===== config.mk =====
export PLATFORM = sky130hd
export DESIGN_NAME = cs_iack_matcher
export DESIGN_NICKNAME = d
export VERILOG_FILES = /design/src/rtl/cs_iack_pkg.sv /design/src/rtl/cs_opt_reg.sv /design/src/rtl/cs_match.sv /design/src/rtl/cs_strobe_fsm.sv /design/src/rtl/cs_iack_matcher.sv
export SDC_FILE = /design/constraint.sdc
export NUM_CORES = 1
export LEC_CHECK = 0
export CAP_MARGIN = 0
export CORE_MARGIN = 4
export CORE_UTILIZATION = 26
export CTS_CLUSTER_SIZE = 28
export DETAILED_ROUTE_END_ITERATION = 10
export PLACE_DENSITY = 0.6
export RECOVER_POWER = 25
export SYNTH_ARGS = -nofsm -noshare
export SYNTH_HDL_FRONTEND = slang
export SYNTH_SLANG_ARGS = --single-unit

===== constraint.sdc =====
create_clock -name clk_i -period 1.8 [get_ports clk_i]
set_input_delay 0.18 -clock clk_i [delete_from_list [all_inputs] [get_ports clk_i]]
set_output_delay 0.18 -clock clk_i [all_outputs]
set_load 0.01 [all_outputs]

===== src/rtl/cs_iack_pkg.sv =====
package cs_iack_pkg;

  localparam int LVL_W   = 3;
  localparam int LVL_LSB = 1;

  typedef enum logic [1:0] {
    SP_CPU  = 2'b00,
    SP_USER = 2'b01,
    SP_SUPV = 2'b10,
    SP_ANY  = 2'b11
  } space_e;

  // bit order is the software-visible write layout
  typedef struct packed {
    logic             en;
    space_e           space;
    logic [LVL_W-1:0] lvl;
    logic             avec_en;
  } cs_opt_t;

  localparam int OPT_W = $bits(cs_opt_t);

endpackage


===== src/rtl/cs_opt_reg.sv =====
module cs_opt_reg
  import cs_iack_pkg::*;
(
  input  logic    clk_i,
  input  logic    rst_ni,
  input  logic    wr_i,
  input  cs_opt_t wdata_i,
  input  logic    busy_i,
  output cs_opt_t opt_o
);

  cs_opt_t opt_q;
  cs_opt_t pend_q;
  logic    pend_vld_q;

  always_ff @(posedge clk_i or negedge rst_ni) begin
    if (!rst_ni) begin
      opt_q      <= '0;
      pend_q     <= '0;
      pend_vld_q <= 1'b0;
    end else if (!busy_i) begin
      // a fresh idle write supersedes anything held
      if (wr_i)            opt_q <= wdata_i;
      else if (pend_vld_q) opt_q <= pend_q;
      pend_vld_q <= 1'b0;
    end else if (wr_i) begin
      pend_q     <= wdata_i;
      pend_vld_q <= 1'b1;
    end
  end

  assign opt_o = opt_q;

  assert_opt_frozen_R12: assert property (@(posedge clk_i) disable iff (!rst_ni)
    busy_i |=> $stable(opt_q));

  assert_idle_write_R1: assert property (@(posedge clk_i) disable iff (!rst_ni)
    (!busy_i && wr_i) |=> (opt_q == $past(wdata_i)));

endmodule


===== src/rtl/cs_match.sv =====
module cs_match
  import cs_iack_pkg::*;
#(
  parameter int ADDR_W = 24
) (
  input  cs_opt_t           opt_i,
  input  logic              cpu_i,
  input  logic              super_i,
  input  logic [ADDR_W-1:0] addr_i,
  output logic              hit_o,
  output logic              avec_req_o
);

  logic [LVL_W-1:0] lvl_seen;
  logic             lvl_ok;
  logic             space_ok;
  logic             unused_addr;

  assign lvl_seen    = addr_i[LVL_LSB +: LVL_W];
  assign unused_addr = ^{addr_i[ADDR_W-1:LVL_LSB+LVL_W], addr_i[LVL_LSB-1:0]};

  // level 0 acts as a wildcard
  assign lvl_ok = (opt_i.lvl == '0) || (lvl_seen == opt_i.lvl);

  always_comb begin
    unique case (opt_i.space)
      SP_CPU:  space_ok = cpu_i && lvl_ok;
      SP_USER: space_ok = !cpu_i && !super_i;
      SP_SUPV: space_ok = !cpu_i && super_i;
      SP_ANY:  space_ok = !cpu_i;
      default: space_ok = 1'b0;
    endcase
  end

  assign hit_o      = opt_i.en && space_ok;
  assign avec_req_o = (opt_i.space == SP_CPU) && opt_i.avec_en;

endmodule


===== src/rtl/cs_strobe_fsm.sv =====
module cs_strobe_fsm (
  input  logic clk_i,
  input  logic rst_ni,
  input  logic start_i,
  input  logic end_i,
  input  logic hit_i,
  input  logic avec_req_i,
  output logic cs_no,
  output logic avec_o,
  output logic busy_o
);

  logic cyc_q;
  logic cs_q;
  logic avec_q;

  always_ff @(posedge clk_i or negedge rst_ni) begin
    if (!rst_ni) begin
      cyc_q  <= 1'b0;
      cs_q   <= 1'b0;
      avec_q <= 1'b0;
    end else if (!cyc_q) begin
      avec_q <= 1'b0;
      if (start_i) begin
        cyc_q  <= 1'b1;
        cs_q   <= hit_i;
        avec_q <= hit_i && avec_req_i;
      end
    end else begin
      avec_q <= 1'b0;
      if (end_i) begin
        cyc_q <= 1'b0;
        cs_q  <= 1'b0;
      end
    end
  end

  assign cs_no  = !cs_q;
  assign avec_o = avec_q;
  assign busy_o = cyc_q;

  assert_cs_after_start_R7: assert property (@(posedge clk_i) disable iff (!rst_ni)
    $fell(cs_no) |-> $past(start_i));

  assert_cs_release_R7: assert property (@(posedge clk_i) disable iff (!rst_ni)
    (busy_o && end_i) |=> cs_no);

  assert_avec_in_strobe_R8: assert property (@(posedge clk_i) disable iff (!rst_ni)
    avec_o |-> !cs_no);

  assert_avec_pulse_R8: assert property (@(posedge clk_i) disable iff (!rst_ni)
    avec_o |=> !avec_o);

endmodule


===== src/rtl/cs_iack_matcher.sv =====
module cs_iack_matcher
  import cs_iack_pkg::*;
#(
  parameter int ADDR_W = 24
) (
  input  logic              clk_i,
  input  logic              rst_ni,
  input  logic              opt_wr_i,
  input  logic [OPT_W-1:0]  opt_wdata_i,
  input  logic              cyc_start_i,
  input  logic              cyc_end_i,
  input  logic              cyc_cpu_i,
  input  logic              cyc_super_i,
  input  logic [ADDR_W-1:0] addr_i,
  output logic              cs_no,
  output logic              avec_o
);

  cs_opt_t opt;
  logic    busy;
  logic    hit;
  logic    avec_req;

  cs_opt_reg u_opt (
    .clk_i   (clk_i),
    .rst_ni  (rst_ni),
    .wr_i    (opt_wr_i),
    .wdata_i (cs_opt_t'(opt_wdata_i)),
    .busy_i  (busy),
    .opt_o   (opt)
  );

  cs_match #(.ADDR_W(ADDR_W)) u_match (
    .opt_i      (opt),
    .cpu_i      (cyc_cpu_i),
    .super_i    (cyc_super_i),
    .addr_i     (addr_i),
    .hit_o      (hit),
    .avec_req_o (avec_req)
  );

  cs_strobe_fsm u_fsm (
    .clk_i      (clk_i),
    .rst_ni     (rst_ni),
    .start_i    (cyc_start_i),
    .end_i      (cyc_end_i),
    .hit_i      (hit),
    .avec_req_i (avec_req),
    .cs_no      (cs_no),
    .avec_o     (avec_o),
    .busy_o     (busy)
  );

  assert_disabled_quiet_R11: assert property (@(posedge clk_i) disable iff (!rst_ni)
    ($fell(cs_no) || avec_o) |-> $past(opt.en));

  assert_avec_cpu_only_R10: assert property (@(posedge clk_i) disable iff (!rst_ni)
    avec_o |-> ($past(opt.space) == SP_CPU));

  assert_avec_enable_R9: assert property (@(posedge clk_i) disable iff (!rst_ni)
    avec_o |-> $past(opt.avec_en));

  assert_level_match_R5: assert property (@(posedge clk_i) disable iff (!rst_ni)
    ($fell(cs_no) && ($past(opt.space) == SP_CPU) && ($past(opt.lvl) != '0))
      |-> ($past(addr_i[LVL_LSB +: LVL_W]) == $past(opt.lvl)));

endmodule


Yosys cells after proc, flatten, opt, wreduce, memory -nomap -nowiden
Cells that the tools add are included.
- eq/ne operators: 6
- multiplexer cells: 13
- bitwise gates (word level): 1
- reduce and logical (&&, ||, !) cells: 17
- operators with widths (operator ; count):
    2-to-1 mux 7 bit ; 2
    2-to-1 mux 1 bit ; 10
    logical AND 1 bit ; 6
    AND reduction 2 bit ; 3
    == test 2 bit (second input constant) ; 2
    inequality test 2 bit (second input constant) ; 2
    case mux 1 bit (4 select lines) ; 1
    nonzero test 2 bit ; 2
    == test 3 bit ; 1
    zero test 1 bit ; 3
    zero test 3 bit ; 1
    == test 2 x 1 -> 1 bit (second input constant) ; 1
    zero test 2 bit ; 1
    logical OR 1 bit ; 1
    inverter 1 bit ; 1
- flip-flop bits (word level): 18
- output and inout port bits: 2
- word-level logic and storage cells: 49

Depth between registers and ports, before layout
Gate-level depths: netlist of run 1.
- depth in word-level cells: 8
- mapped depth: 7

Hierarchy
From an unflattened synthesis of run 1, not the netlist that was laid out.
- cells, all modules: 87
- area total of the unflattened synthesis: 945.9 um^2
- modules (own cells, without submodules) (module ; instances ; cells an instance ; area each (um^2) ; seq. area each (um^2)):
    cs_opt_reg ; 1 ; 52 ; 648.1 ; 375.4
    cs_match ; 1 ; 25 ; 176.4 ; 0.0
    cs_strobe_fsm ; 1 ; 10 ; 121.4 ; 75.1

Least setup slack after synthesis of run 1
Ideal clock, no wire load.
- path type: reg-to-reg
- start point: reg u_opt.opt_q (netlist bit u_opt.opt_o[3])
- end point: reg u_fsm.cs_q
- data arrival time: 1183 ps
- required time: 1676 ps
- setup slack: 494 ps
- cell stages (with the launch flop): 7
- buffers on the path: 1
- clock period less this slack: 1306 ps
- path through: dfrtp_1 -> buf_2 -> and4bb_1 -> a31o_1 -> a21oi_2 -> o22a_1 -> o21ai_1
- word-level cells in the longest chain between the ends: 7
- elaborated cells on any way between the ends: 8
- those cells by class: 1 x eq/ne; 3 x mux; 4 x reduce/logical
- ends and longest elaborated chain (element ; line ; source):
    start: declaration ; cs_opt_reg.sv:12 ; cs_opt_t opt_q;
    start signal: assignment ; cs_opt_reg.sv:23 ; if (wr_i) opt_q <= wdata_i;
    start signal: assignment ; cs_opt_reg.sv:24 ; else if (pend_vld_q) opt_q <= pend_q;
    == test 3 bit / zero test 3 bit (equally long branches) ; cs_match.sv:23 ; assign lvl_ok = (opt_i.lvl == '0) || (lvl_seen == opt_i.lvl);
    logical OR 1 bit * ; cs_match.sv:23 ;
    logical AND 1 bit * ; cs_match.sv:27 ; SP_CPU: space_ok = cpu_i && lvl_ok;
    case mux 1 bit (4 select lines) * ; cs_match.sv:26 ; unique case (opt_i.space)
    logical AND 1 bit * ; cs_match.sv:35 ; assign hit_o = opt_i.en && space_ok;
    2-to-1 mux 1 bit * ; cs_strobe_fsm.sv:24 ; if (start_i) begin
    2-to-1 mux 1 bit * ; cs_strobe_fsm.sv:22 ; end else if (!cyc_q) begin
    end signal: assignment ; cs_strobe_fsm.sv:26 ; cs_q <= hit_i;
    end: declaration ; cs_strobe_fsm.sv:14 ; logic cs_q;
Mark *: on every way between the ends. The rest lies on a longest branch, timed or not. The select of a mux whose other input is x is not followed.
A chain may end at the register's enable or synchronous reset.

Worst setup path after layout of run 1
- start point: reg u_fsm.cyc_q, in the netlist u_fsm.busy_o
- end point: reg u_opt.pend_q[0] in the netlist's numbering
- word-level cells in the longest chain between the ends: 1
- ends and longest elaborated chain (element ; line ; source):
    start: declaration ; cs_strobe_fsm.sv:13 ; logic cyc_q;
    start signal: assignment ; cs_strobe_fsm.sv:19 ; cyc_q <= 1'b0;
    start signal: assignment ; cs_strobe_fsm.sv:25 ; cyc_q <= 1'b1;
    start signal: assignment ; cs_strobe_fsm.sv:32 ; cyc_q <= 1'b0;
    AND reduction 2 bit (no line) ; n/a ;
    end signal: assignment ; cs_opt_reg.sv:27 ; pend_q <= wdata_i;
    end: declaration ; cs_opt_reg.sv:13 ; cs_opt_t pend_q;
No other way between the ends.

==> results.md, run 1 <==
* Top post-synthesis cells by area: dfrtp_1, mux2_2, a22oi_1, a21oi_1, nor2b_1
* CP endpoint kind: register
* Max Cap Viol at 0
* Routed Antenna Nets at 0
* Hpwl dp at 1670 um
* Row cnt at 21
* WP data arrival at 1.66 ns
* Pleak at 0.499 nW
* IO Pins at 40
* I/O Buffers at 18
* Nets at 155
* CTS root buffer: clkbuf_4
* Post-Syn Instances at 89
* Die height at 68.2 um
* Ratio of cells with drive above 1 in the final layout at 14.3%
* Worst Path Required at 1.98 ns
* Hold Violations, Final at 0
* H-tree levels at 1
* Worst IR Drop VDD at 0.000372 V
* CTS tree: built
* Setup Fix Bufs, Post-CTS at 0
* Highest achievable clock rate at 0.677 GHz
* Design area at 1230 um^2
* Final period util at 82.1%
* Die X at 68.2 um
* Hold Crit Start: cyc_end_i
* Relative slew slack at 34.7%
* Wire length per cell at 13.9 um
* Clk_skew at 0.00277 ns
* Vias in the first global route at 850
* RR Startpoint: u_fsm.busy_o
* Yosys top cell area share at 47.8%
* Die ar. at 4650 um^2
* Area growth syn-to-layout at 30.3%
* Flops & latches, synth at 18
* CTS sink count at 18
* Type of the worst min-delay path: primary input to register
* Max Slew Vio Count at 0
* R2R Setup Slk at 0.32 ns
* Vias at 771
* Starting DRC count in detailed routing at 13
* Initial Util at 27.6%
* Hold_buf cts at 0
* RSZ-0062 raised after global routing: false
* Register area at 450 um^2
* First-pass GRT wire length at 3800 um
* Worst slew pin tran at 0.979 ns
* GRT Util Overall at 11.0%
* Gr ovfl total at 0
* Post-layout min period at 1.48 ns
* Routability cong. at 0.764
* FILL cells at 365
* Post-Syn Area per Cell at 10.6 um^2
* Setup TNS Final at 0 ns
* Post-CTS sizing at 0
* Yosys top cell by area: dfrtp_1
* Syn Nets at 130
* Synth cell types at 28
* Sequential area share after synthesis at 47.8%
* Initial antenna violation count at 0
* Critical Path Source: u_fsm.busy_o
* CORE AREA at 3420 um^2
* Post-synthesis cell area at 942 um^2
* Routed WL at 2200 um
* Final setup viols at 0
* # diodes at 0
* CP max FO at 15
* Via density at 4.88
* Status: complete, no violations
* Fin Hold WS at 0.499 ns
* Synth warn at 0
* Final Util at 35.9%
* Largest net degree at the start of global routing at 19
* Multi-input logic area at 460 um^2
* Pwr Total at 1.21 mW
* DP Area at 1210 um^2
* P per Cell Area at 985 nW/um^2
* TritonCTS Buffers at 3
* Crit Path Class: register to register
* Clock slew at reported path FFs at 0.10 ns
* DRC at 0
* Critical path launch point type: register
* CTS Buffer Depth at 2
* Worst-Skew Late Latency at 0.29 ns
* First-pass DRT Iterations at 4
logic make-up after synthesis:
group           synth area share, %
xor+xnor                       1.86
compound gates                 21.2
simple gates                   12.4
fa+ha+maj                      3.98
flops                          47.8
mux                            9.43
buf+inv                        3.32
routing by layer:
metal  GRT usage (%)  wire length (um)  vias up
met5               0                 0        -
met3            2.30               102        4
met1            13.5               979      375
met4            3.72                24        0
met2            19.1              1090       17
li1                -                 -      375
power breakdown:
part	total, mW	switching, mW	internal, mW	leakage (nW)
clock network	0.195	0.117	0.0779	0.0138
registers	0.622	0.116	0.506	0.217
logic	0.392	0.164	0.228	0.268
total	1.21	0.397	0.812	0.499
worst max-delay path, stage by stage, from the launching register on:
cell     delay (ns)
dfrtp_1        0.65
nand2_1        0.36
mux2_2         0.36
cells in the mapped netlist:
cell type	instances
and3b_1	1
nand4_1	1
dfrtp_1	18
o21a_1	1
a31oi_1	1
buf_2	1
ha_1	3
a21oi_2	1
a22oi_1	7
nor4b_1	1
a31o_1	1
or3b_1	1
a21oi_1	9
o21ai_0	8
xnor2_1	2
nor2_1	2
o22a_1	1
o21ai_1	1
a2bb2oi_1	2
and4bb_1	1
nand2_1	1
clkbuf_1	3
nand3_1	2
nor2b_1	7
mux2i_1	1
inv_1	4
nor4_1	1
mux2_2	7
per-stage QoR:
step,setup WS [ns],std cells
detailed placement,0.0833,155
floorplan,0.494,89
CTS,0.320,158
global placement,0.147,155
finish,0.322,158
global route,0.196,158
worst paths after layout:
kind                                        end  depth (start not counted)
worst min register to register  u_opt.pend_q[5]                          1
worst max-delay path            u_opt.pend_q[0]                          2
worst max register to register  u_opt.pend_q[0]                          2
max in group asynchronous       u_opt.pend_q[6]                          2
min in group asynchronous        u_opt.opt_o[5]                          2
worst min-delay path               u_fsm.busy_o                          2
cell usage in the layout, fill, tap and decap left out, types with 2 or more instances in the layout:
cell type and count:
a2bb2oi_1 2, mux2_2 7, clkdlybuf4s50_1 17, a22oi_1 7, dfrtp_1 18, ha_1 3
nor2b_1 7, inv_1 4, xnor2_1 2, a21oi_1 9, nor2_1 2, buf_4 5
nand3_1 2, o21ai_0 8, clkbuf_4 3
final cells by class:
cell class	instances	area share (%)
multi-input combinational	63	37.5
sequential	18	36.7
timing repair buffer	24	18.0
tap	46	4.69
clock buffer	3	1.83
inverter	4	1.22
sequential cells by signal, indices dropped and copies added, names as in the netlist:
signal / flops
u_opt.opt_o: 7
u_opt.pend_q: 7
u_fsm.avec_o: 1
u_fsm.busy_o: 1
u_fsm.cs_q: 1
u_opt.pend_vld_q: 1
(Power assumes the default switching activity.)
==> run 2, diff against run 1 <==
--- a/config.mk
+++ b/config.mk
@@ -10,7 +10,7 @@
 export CORE_UTILIZATION = 26
 export CTS_CLUSTER_SIZE = 28
 export DETAILED_ROUTE_END_ITERATION = 10
-export PLACE_DENSITY = 0.6
+export PLACE_DENSITY = 0.62
 export RECOVER_POWER = 25
 export SYNTH_ARGS = -nofsm -noshare
 export SYNTH_HDL_FRONTEND = slang
==> constraint.sdc (replaced) <==
create_clock -name clk_i -period 1.2 [get_ports clk_i]
set_input_delay 0.12 -clock clk_i [delete_from_list [all_inputs] [get_ports clk_i]]
set_output_delay 0.12 -clock clk_i [all_outputs]
set_load 0.01 [all_outputs]
==> results.md, run 2 (synthesis gave the netlist of run 1 again) <==
* Status: finished with violations
* Failing checks: negative setup slack
* RR Startpoint: u_opt.opt_o[4]
* Placed Cells incl. Taps at 168 (+8.4%)
* Critical path launch point type: register
* Crit Path Class: register to register
* Initial antenna violation count at 0 (unchanged)
* CTS sink count at 18 (unchanged)
* Die height at 68.2 um (unchanged)
* Clock slew at reported path FFs at 0.12 ns (+0.02 ns)
* Max Cap Viol at 0 (unchanged)
* Critical Path Source: u_opt.opt_o[4]
* Routability cong. at 0.762 (-0.31%)
* Worst IR Drop VDD at 0.000515 V (+38%)
* FILL cells at 350 (-4.1%)
* RSZ-0062 raised after global routing: true
* Most common cell after layout, fill and taps aside: buf_4
* Final period util at 110% (+27 points)
* CTS root buffer: clkbuf_4
* Hold Violations, Final at 0 (unchanged)
* Wire length per cell at 13.7 um (-1.5%)
* Setup TNS Final at -0.286 ns (-0.286 ns)
* WP data arrival at 1.50 ns (-0.16 ns)
* P per Cell Area at 1580 nW/um^2 (+61%)
* Most frequent cells in the layout: buf_4, dfrtp_1, clkdlybuf4s50_1
* Worst-Skew Late Latency at 0.29 ns (about the same)
* Vias in the first global route at 903 (+6.2%)
* CTS Buffer Depth at 2 (unchanged)
* TritonCTS Buffers at 3 (unchanged)
* Die X at 68.2 um (unchanged)
* Switching Share at 32.8% (about the same)
* Pleak at 0.595 nW (+19%)
* Type of the worst min-delay path: primary input to async pin
* Clk pwr share at 16.8% (+0.7 points)
* DRC at 0 (unchanged)
* CP max FO at 2 (-13)
* Final setup viols at 9 (+9)
* Starting DRC count in detailed routing at 25 (+12)
* CORE AREA at 3420 um^2 (unchanged)
* Relative slew slack at 69.0% (+34 points)
* Final Util at 41.8% (+5.9 points)
* Worst Path Required at 1.39 ns (-0.59 ns)
* Reg power frac at 41.0% (-10 points)
* Nets at 171 (+10%)
* Ratio of cells with drive above 1 in the final layout at 35.7% (+21 points)
* First-pass GRT wire length at 4130 um (+8.6%)
* Routed Antenna Nets at 0 (unchanged)
* Highest achievable clock rate at 0.761 GHz (+12%)
* Routed WL at 2400 um (+9.1%)
* Area growth syn-to-layout at 51.5%
* Max Slew Vio Count at 0 (unchanged)
* Via density at 4.78 (-2.0%)
* Hold_buf cts at 0 (unchanged)
* Clk_skew at 0.0108 ns (+0.00804 ns)
* # diodes at 0 (unchanged)
* Gr ovfl total at 0 (unchanged)
* CTS tree: built
* Die ar. at 4650 um^2 (unchanged)
* Largest net degree at the start of global routing at 19 (unchanged)
* Row cnt at 21 (unchanged)
* Post-layout min period at 1.31 ns (-0.164 ns)
* Power share of the combinational group at 42.2% (+9.8 points)
* First-pass DRT Iterations at 4 (unchanged)
* Switching Power at 741 uW (+87%)
* IO Pins at 40 (unchanged)
* Fin cells at 175 (+11%)
* Initial Util at 27.6% (unchanged)
* Hpwl dp at 1730 um (+3.8%)
* PnR worst setup slack at -0.114 ns (-0.436 ns)
* Worst slew pin tran at 0.464 ns (-0.515 ns)
* H-tree levels at 1 (unchanged)
* Pwr Total at 2.26 mW (+87%)
* GRT Util Overall at 11.8% (+0.73 points)
* I/O Buffers at 18 (unchanged)
* CP endpoint kind: register
* Internal power at 1.52 mW (+87%)
* Vias at 837 (+8.6%)
==> run 2: cell types whose count changed in the layout (fill, tap and decap cells not counted), sizes merged <==
| cell | change |
|---|---|
| clkdlybuf4s50 | -2 |
| clkbuf | +1 |
| buf | +16 |
| dlygate4sd2 | +2 |
==> run 2: final timing paths <==
| check | end | cells past startpoint | slack, ns |
|---|---|---|---|
| max | u_fsm.cs_q | 7 | -0.11 |
| min | u_opt.pend_q[4] | 2 | 0.29 |
| max reg2reg | u_fsm.cs_q | 7 | -0.11 |
| min reg2reg | u_opt.pend_q[3] | 1 | 0.52 |
| max in group asynchronous | u_opt.opt_o[3] | 2 | 0.56 |
| min in group clk_i | u_fsm.busy_o | 2 | 0.39 |
==> run 2: routing by layer <==
layer | vias to the layer above | wire length (um) | share of wire, % | track usage (%)
met5 | - | 0 | 0 | 0
met1 | 411 | 1050 | 44 | 14.3
met2 | 18 | 1260 | 53 | 21.9
li1 | 408 | - | - | -
met4 | 0 | 0 | 0 | 1.49
met3 | 0 | 82 | 3.4 | 2.13
==> run 2: metrics by stage <==
step | worst slack, ns | instance area [um^2] | hold WS (ns)
6_report | -0.114 | 1430 | 0.286
4_1_cts | -0.0986 | 1420 | 0.147
2_1_floorplan | -0.0416 | 948 | -0.176
3_3_place_gp | -0.327 | 1310 | 0.467
5_1_grt | -0.170 | 1430 | 0.321
3_5_place_dp | -0.388 | 1310 | 0.477
==> run 2: cell type report <==
cell class | instances | area, um^2 | area share (%)
clock buffer | 4 | 36.3 | 2.54
inverter | 4 | 15.0 | 1.05
multi-input combinational | 63 | 526 | 36.8
sequential | 18 | 453 | 31.7
tap | 46 | 57.6 | 4.03
timing repair buffer | 40 | 340 | 23.8
==> run 2: power groups by stage <==
stage / Clock, mW / Combinational [mW] / Sequential (mW)
floorplan: 0 / 0.471 / 0.867
global placement: 0 / 0.747 / 0.902
detailed placement: 0 / 0.776 / 0.914
CTS: 0.392 / 0.929 / 0.917
global route: 0.428 / 1.06 / 0.949
finish: 0.380 / 0.955 / 0.926
==> run 2: worst max-delay path: stages, from the launching register on <==
cell and delay, ns:
dfrtp_1 0.41, buf_4 0.14, buf_4 0.14, ha_4 0.15
a21oi_2 0.11, nor4b_2 0.06, a21oi_1 0.13, o21ai_1 0.08
==> run 2: repair_timing <==
item / in CTS / in global routing
setup buffers: 3 / 1
gates cloned: 0 / 0
pin swaps: 5 / 2
setup endpoints to repair: 11 / 14
gates resized for setup: 17 / 1
==> run 3, diff against run 2 <==
--- a/config.mk
+++ b/config.mk
@@ -6,10 +6,11 @@
 export NUM_CORES = 1
 export LEC_CHECK = 0
 export CAP_MARGIN = 0
-export CORE_MARGIN = 4
+export CORE_MARGIN = 5
 export CORE_UTILIZATION = 26
 export CTS_CLUSTER_SIZE = 28
 export DETAILED_ROUTE_END_ITERATION = 10
+export GPL_ROUTABILITY_DRIVEN = 0
 export PLACE_DENSITY = 0.62
 export RECOVER_POWER = 25
 export SYNTH_ARGS = -nofsm -noshare
==> results.md, run 3 (synthesis gave the netlist of run 1 again) <==
* Largest delay share family, worst path: compound AO/OA/AOI/OAI gates
* GRT Util Overall at 10.0% (-1.8 points)
* Setup TNS Final at -0.295 ns (-0.00919 ns)
* Worst Path Required at 1.38 ns (about the same)
* Worst IR Drop VDD at 0.000717 V (+39%)
* PnR worst setup slack at -0.0907 ns (+0.0235 ns)
* Ratio of cells with drive above 1 in the final layout at 29.1% (-6.5 points)
* # diodes at 0 (unchanged)
* RSZ-0062 raised after global routing: true
* Worst slew pin tran at 0.468 ns (+0.00362 ns)
* Post-layout min period at 1.29 ns (-0.0235 ns)
* CP max FO at 3 (+1)
* Hpwl dp at 1710 um (-1.2%)
* Max Slew Vio Count at 0 (unchanged)
* TritonCTS Buffers at 3 (unchanged)
* Via density at 4.76 (-0.42%)
* Routed WL at 2250 um (-5.9%)
* Critical path launch point type: register
* Starting DRC count in detailed routing at 16 (-36%)
* Area growth syn-to-layout at 45.3%
* Die height at 70.2 um (+2.9%)
* R2R Setup Slk at -0.09 ns (+0.02 ns)
* Type of the worst min-delay path: primary input to async pin
* Reg2reg end: u_fsm.cs_q
* DRC at 0 (unchanged)
* CORE AREA at 3420 um^2 (unchanged)
* Most frequent cells in the layout: buf_4, dfrtp_1, clkdlybuf4s50_1
* Worst-Skew Late Latency at 0.29 ns (about the same)
* Nets at 169 (-1.2%)
* CTS sink count at 18 (unchanged)
* Worst path most repeated cell: a21oi_1
* Clk_skew at 0.00819 ns (-0.00262 ns)
* RR Startpoint: u_opt.opt_o[4]
* H-tree levels at 1 (unchanged)
* Crit Path Class: register to register
* IO Pins at 40 (unchanged)
* Most common cell after layout, fill and taps aside: buf_4
* Hold Violations, Final at 0 (unchanged)
* Gr ovfl total at 0 (unchanged)
* Final period util at 108% (-2.0 points)
* Initial Util at 27.6% (unchanged)
* P per Cell Area at 1530 nW/um^2 (-3.3%)
* Vias at 824 (-1.6%)
* Wire length per cell at 13.0 um (-4.8%)
* Max Cap Viol at 0 (unchanged)
* Routed Antenna Nets at 0 (unchanged)
* Highest achievable clock rate at 0.775 GHz (+1.8%)
* Final Util at 40.1% (-1.7 points)
* Crit-path max cell delay at 0.38 ns (-0.03 ns)
* Die ar. at 4930 um^2 (+6.0%)
* Worst-path cell chain: inv_2 -> ha_1 -> a21oi_1 -> nor4b_2 -> a21oi_1 -> o21ai_1
* Relative slew slack at 68.8% (-0.24 points)
* Status: finished with violations
* WP data arrival at 1.47 ns (-0.03 ns)
* Hold_buf cts at 0 (unchanged)
* CTS root buffer: clkbuf_4
* CP endpoint kind: register
* Initial antenna violation count at 0 (unchanged)
* Vias in the first global route at 919 (+1.8%)
* First-pass GRT wire length at 4030 um (-2.4%)
* Clock slew at reported path FFs at 0.11 ns (about the same)
* Place WS at -0.371 ns (+0.0177 ns)
* Worst Path Buf+Inv at 1 (-1)
* Largest net degree at the start of global routing at 19 (unchanged)
* CP max-delay cell: dfrtp_1
* Final setup viols at 9 (unchanged)
* CTS Buffer Depth at 2 (unchanged)
* Failing checks: negative setup slack
* First-pass DRT Iterations at 4 (unchanged)
* Die X at 70.2 um (+2.9%)
* Pleak at 0.585 nW (-1.6%)
* CTS tree: built
* I/O Buffers at 18 (unchanged)
* FF-to-FF path depth at 6 (-1)
* Row cnt at 21 (unchanged)
run 3: changes by cell type in the layout (fill, tap and decap cells not counted), sizes merged:
cell	before	now
buf	21	19
run 3: power by group:
group	internal [mW]	switching, mW
clock network	0.185	0.190
logic	0.484	0.332
registers	0.759	0.148
run 3: stage by stage:
step	cell area [um^2]	power (mW)	hold WS [ns]	instances
2_1_floorplan	948	1.34	-0.176	89
5_1_grt	1370	2.26	0.302	173
3_5_place_dp	1310	1.68	0.468	168
4_1_cts	1360	2.10	0.136	173
6_report	1370	2.10	0.286	173
3_3_place_gp	1310	1.64	0.466	168
run 3: final cells by class:
| class | instances | area, um^2 |
|---|---|---|
| Clock buffer | 4 | 36.3 |
| Fill cell | 355 | 2050 |
| Timing Repair Buffer | 38 | 325 |
| Multi-Input combinational cell | 63 | 484 |
| Sequential cell | 18 | 450 |
| Tap cell | 46 | 57.6 |
| Inverter | 4 | 15.0 |
run 3: how the worst max path moves through the flow:
stage	start	to	slack [ns]	cells past startpoint
2_1_floorplan	u_opt.opt_o[4]	u_fsm.cs_q	-0.04	7
3_3_place_gp	addr_i[3]	u_fsm.cs_q	-0.33	6
3_5_place_dp	addr_i[3]	u_fsm.cs_q	-0.37	6
4_1_cts	u_opt.opt_o[5]	u_fsm.cs_q	-0.10	6
5_1_grt	u_opt.opt_o[4]	u_fsm.cs_q	-0.20	7
6_report	u_opt.opt_o[4]	u_fsm.cs_q	-0.09	6
run 3: what timing repair did:
item,in CTS,in global routing
gates resized for setup,8,2
pin swaps,1,0
endpoints found under the setup margin,11,16
setup buffers,1,0
run 3: worst register-to-register path: stages, from the launching register on:
cell and delay (ns):
dfrtp_1 0.38, inv_2 0.06, ha_1 0.28, a21oi_1 0.18
nor4b_2 0.07, a21oi_1 0.13, o21ai_1 0.08
run 3: per-layer routing:
layer  vias up  global-route usage [%]  share of wire, %
li1        404                       -                 -
met1       393                    12.1                46
met2        21                    16.4                48
met3         6                    3.16               4.6
met4         0                    4.04               1.6
met5         -                       0                 0
